<file path="src/rtl/zigzag_counter.sv">
module zigzag_counter #(
  parameter int W = 4
) (
  input  logic         clk,
  input  logic         rst,
  input  logic         en,
  input  logic         ld,
  input  logic [W-1:0] ld_val,
  output logic [W-1:0] state,
  output logic         last
);
  localparam logic [W-1:0] LAST_CODE = W'(5);
  localparam logic [W-1:0] TOP_LEGAL = W'(9);

  logic [W-1:0] q, succ;

  always_comb begin
    case (q)
      W'(0):          succ = W'(9);
      W'(9):          succ = W'(1);
      W'(1):          succ = W'(8);
      W'(8):          succ = W'(2);
      W'(2):          succ = W'(7);
      W'(7):          succ = W'(3);
      W'(3):          succ = W'(6);
      W'(6):          succ = W'(4);
      W'(4):          succ = W'(5);
      W'(5):          succ = W'(0);
      W'(10), W'(11): succ = W'(0);
      W'(12), W'(13): succ = W'(1);
      default:        succ = W'(2);
    endcase
  end

  always_ff @(posedge clk) begin
    if (rst)     q <= '0;
    else if (ld) q <= ld_val;
    else if (en) q <= succ;
  end

  assign state = q;
  assign last  = (q == LAST_CODE);

  AST_STEP_LEGAL: assert property (@(posedge clk) disable iff (rst)
    (!ld && en) |=> (state <= TOP_LEGAL));
  AST_WRAP_ZERO: assert property (@(posedge clk) disable iff (rst)
    (!ld && en && last) |=> (state == '0));
  AST_HOLD_IDLE: assert property (@(posedge clk) disable iff (rst)
    (!ld && !en) |=> $stable(state));
  AST_LOAD_TAKES: assert property (@(posedge clk) disable iff (rst)
    ld |=> (state == $past(ld_val)));
endmodule

</file>
<file path="config.mk">
export PLATFORM = sky130hd
export DESIGN_NAME = zigzag_counter
export DESIGN_NICKNAME = d
export VERILOG_FILES = /design/src/rtl/zigzag_counter.sv
export SDC_FILE = /design/constraint.sdc
export NUM_CORES = 1
export LEC_CHECK = 0
export BUFFER_PORTS_ARGS = -buffer_cell sky130_fd_sc_hd__buf_2
export CAP_MARGIN = 20
export CORE_AREA = 2 2 39 41
export DETAILED_ROUTE_END_ITERATION = 12
export DIE_AREA = 0 0 41 43
export SYNTH_ARGS = -nofsm -noshare
export SYNTH_HDL_FRONTEND = slang
export SYNTH_SLANG_ARGS = --single-unit
</file>
<file path="constraint.sdc">
create_clock -name clk -period 3.5 [get_ports clk]
set_input_delay 0.175 -clock clk [delete_from_list [all_inputs] [get_ports clk]]
set_output_delay 0.175 -clock clk [all_outputs]
set_load 0.05 [all_outputs]
</file>
# Yosys cells after proc, flatten, opt, wreduce, memory -nomap -nowiden
# Memories as Yosys holds them, arrays and structs flattened. A register that Yosys moved wholly into a read port is not among the register bits.
# Index checks and enable logic that the tools add are counted.
dict set report word_totals {
  ff_bits 4
  inputBits 8
  memories 1
  word_cells 8
  out_inout_bits 5
  rom_bits 64
}
# memory words width rd rd_ports_with_merged_regs write_ports line_no
set mem_list {}
lappend mem_list {{(no name shown)} 16 4 1 1 0 18} ;# case (q)
dict set report classes {
  mux 4
  n_eq_ne 1
  n_reduce_logical 1
}
# cell count
set ops {}
lappend ops {{two-way mux 4 bit} 4}
lappend ops {{equality test 4 x 3 -> 1 bit, second input constant} 1}
lappend ops {{nonzero test 2 bit} 1}

# Longest topological paths before layout
dict set report depth {
  word_depth 4
  mapped_depth 8
  ltp_nobuf 7
}

# Worst setup path before layout
# No wires, ideal clock.
dict set report synth_path {
  path_kind {reg2out}
  start {register q[0], in the netlist state[0]}
  end {output last}
  required_ns 3.325
  path_stages_with_launch 2
  arrival_ns 2.238
  path_buffers 0
  path_slack_ns 1.087
  cell_sequence {dfxtp_1 -> nor4bb_1}
}
dict set report synth_via {
  elab_chain_cells 1
}
# item line_no
set synth_rtl {}
lappend synth_rtl {{from (decl)} 15} ;# logic [W-1:0] q, succ;
lappend synth_rtl {{from (signal assigned)} 37} ;# else if (ld) q <= ld_val;
lappend synth_rtl {{from (signal assigned)} 38} ;# else if (en) q <= succ;
lappend synth_rtl {{equality test 4 x 3 -> 1 bit} 42} ;# assign last = (q == LAST_CODE);
lappend synth_rtl {{to (decl)} 10} ;# output logic last
# Every way passes these cells.

# Worst setup path after layout
dict set report layout_path {
  start {register q[0], in the netlist state[0]}
  end {register, netlist name succ[0]}
}
dict set report layout_via {
  elab_chain_cells 2
}
# item
set layout_rtl {}
lappend layout_rtl {{two-way mux 4 bit (no source line) (2 in series)}}
# Every way passes these cells.
# A chain may end at the register's enable or synchronous reset.

==> flow_metrics.py <==
metrics = {
    "flow_run": {
        "cap_violations": 0,
    },
    "clocking": {
        "h-tree-depth": 1,
        "cts_buffers": 3,
        "clock_latency_ns": 0.24,
        "cts_setup_buffers": 0,
        "cts_resized": 0,
        "cts_root_buf": "clkbuf_4",
        "cts_tree": "done",
        "clock_sinks": 8,
        "cts_hold_buf": 0,
        "clockBufferDepth": 2,
        "path_clk_slew_ns": 0.05,
    },
    "critical_path": {
        "cp-endpoint": "succ[0]",
        "startpoint_type": "flip-flop",
        "end_kind": "flip-flop",
        "cp_max_fo": 4,
        "r2r-start": "state[0]",
        "regToRegSetupSlack_ns": 1.72,
        "critPathKind": "reg2reg",
        "worst_ep_arrival_time_ns": 1.87,
        "r2r_cells": 7,
        "r2r_end": "succ[0]",
        "cp.required_ns": 3.59,
        "startpoint": "state[0]",
    },
    "detailed_routing": {
        "drtIter0Drc": 9,
        "routed_via_density": 4.91,
        "postRouteAntennaNets": 0,
        "vias": 373,
        "drt-total-wl_um": 789,
        "top_layer_used": "met4",
        "drc_errors": 0,
        "firstDrtPassIters": 4,
        "drt-wirelength-per-cell_um": 10.4,
        "met3_wirelength_um": 37,
        "route.met2.wl_um": 369,
        "route.layer.met1.wl_um": 367,
    },
    "sta": {
        "worstMarginPinSlew_ns": 0.356,
        "fmax_ghz": 0.561,
        "finalSetupTns_ns": 0,
        "rsz0062_at_grt": "no",
        "drv_slew": 0,
        "hold_viol": 0,
        "period_minus_slack_ns": 1.78,
        "max-slew-margin-rel_pct": 75.6,
        "post-route-period-util_pct": 50.9,
        "fin_worst_skew_ns": 0.00101,
        "setup_viol": 0,
    },
    "placement": {
        "hpwlAfterDp_um": 653,
        "port_buffers": 12,
        "routabilityCongestion": 0.764,
    },
    "cells_and_area": {
        "fillers": 153,
        "diodes": 0,
        "nets": 73,
        "layout-drive-gt1-share_pct": 36.7,
        "area.sequential_um2": 160,
        "layout_common_cells": "buf_2, nor2_1, dfxtp_1",
        "multiInputGateArea_um2": 283,
        "utilization_pct": 40.2,
        "final_common_cell": "buf_2",
        "area_delta_synth_final_pct": 19.0,
    },
    "power": {
        "ir_drop_mv": 0.101,
        "power.density_nw_per_um2": 428,
        "p_leak_uw": 0.000260,
    },
    "die": {
        "die_w_um": 41,
        "die_h_um": 43,
        "dieArea_um2": 1760,
        "ios": 13,
        "rows": 14,
        "start_util_pct": 33.8,
        "core-area_um2": 1380,
    },
    "synthesis": {
        "ys_top_cells_by_area": "dfxtp_1, mux2i_1, ha_1, nor2_1, mux2_4",
        "ys_seq_area_share_pct": 34.2,
        "ys_ff_latch": 8,
        "yosys-mux-area-fraction_pct": 19.8,
        "synthAdderAreaFrac_pct": 8.02,
        "synthSimpleGateAreaFrac_pct": 13.4,
        "synth.top_cell.area_share_pct": 34.2,
        "ys_warn_count": 0,
        "netlist_instances": 46,
        "yosys.area.top_type": "dfxtp_1",
        "syn_area_um2": 468,
        "synth_compound_area_share_pct": 19.3,
        "syn_avg_cell_area_um2": 10.2,
        "synthesis.nets": 57,
        "synth_top_family_by_area": "multiplexers",
        "yosys.cell_types.count": 20,
        "yosys.area_share.xor_xnor_pct": 0,
    },
    "status": {
        "status": "completed",
    },
    "global_route": {
        "grt_pass1_wl_um": 1240,
        "antenna_found_initial": 0,
        "gr-usage-all-layers_pct": 11.2,
        "grt-ovfl-total": 0,
        "grt_pass1_vias": 344,
        "grt_start_max_net_pins": 10,
    },
    "worst_hold_path": {
        "hold_path_class": "in2reg",
    },
}
-- per-layer routing --
metal	GRT usage, %	vias to the layer above
met4	12.0	0
met2	16.3	10
met5	0	-
met1	12.4	170
met3	1.57	2
li1	-	191
-- stage by stage --
step	hold WS (ns)	instance area (µm²)	cells	setup WS (ns)	power [µW]
after global placement	0.442	534	73	1.66	175
after floorplan	0.247	468	46	1.09	160
after CTS	0.175	557	76	1.73	241
after detailed placement	0.437	534	73	1.65	175
after global routing	0.200	557	76	1.50	251
final	0.189	557	76	1.72	238
-- power breakdown --
group	total, µW	switching (µW)	internal [µW]
registers	104	3.42	101
logic	69.6	42.0	27.5
clock network	64.6	25.7	38.8
-- sequential cells by signal, indices dropped and copies added, names as in the netlist --
name,cells
state,4
succ,4
-- cell families (layout without fill, tap and decap cells) --
logic type,after synthesis,count (layout)
fa+ha+maj,3,3
mux,8,8
flops,8,8
buf+inv,4,18
simple gates,14,14
compound gates,9,9
-- critical path, cell delays in order (launching register included) --
cell,delay (ns)
dfxtp_1,0.31
mux2_2,0.26
mux2i_1,0.30
nor2_1,0.13
ha_1,0.30
o211ai_1,0.07
o211ai_1,0.10
o311ai_0,0.16
-- area by class of cell --
class | count | share of cell area [%]
sequential | 8 | 28.8
tap | 16 | 3.60
timing repair buffer | 12 | 10.8
clock buffer | 3 | 4.04
multi-input combinational | 34 | 50.8
inverter | 3 | 2.02
-- synthesized netlist by cell type, drive strengths merged --
cell type	instances
ha	3
inv	3
nand2	2
dfxtp	8
nor2	9
o21a	2
clkbuf	1
nand2b	1
mux2i	4
nor4bb	1
o2bb2ai	1
o21ai	2
mux2	4
nor3	1
o211ai	2
a211oi	1
o311ai	1
-- worst min-delay path by stage --
stage,startpoint,endpoint,slack [ns],cells past startpoint
6_report,rst,state[1],0.19,2
3_5_place_dp,rst,state[1],0.44,2
2_1_floorplan,rst,state[0],0.25,1
4_1_cts,rst,state[1],0.17,2
5_1_grt,rst,state[0],0.20,2
3_3_place_gp,rst,state[1],0.44,2
No activity file was read; power rests on OpenSTA's default activity.
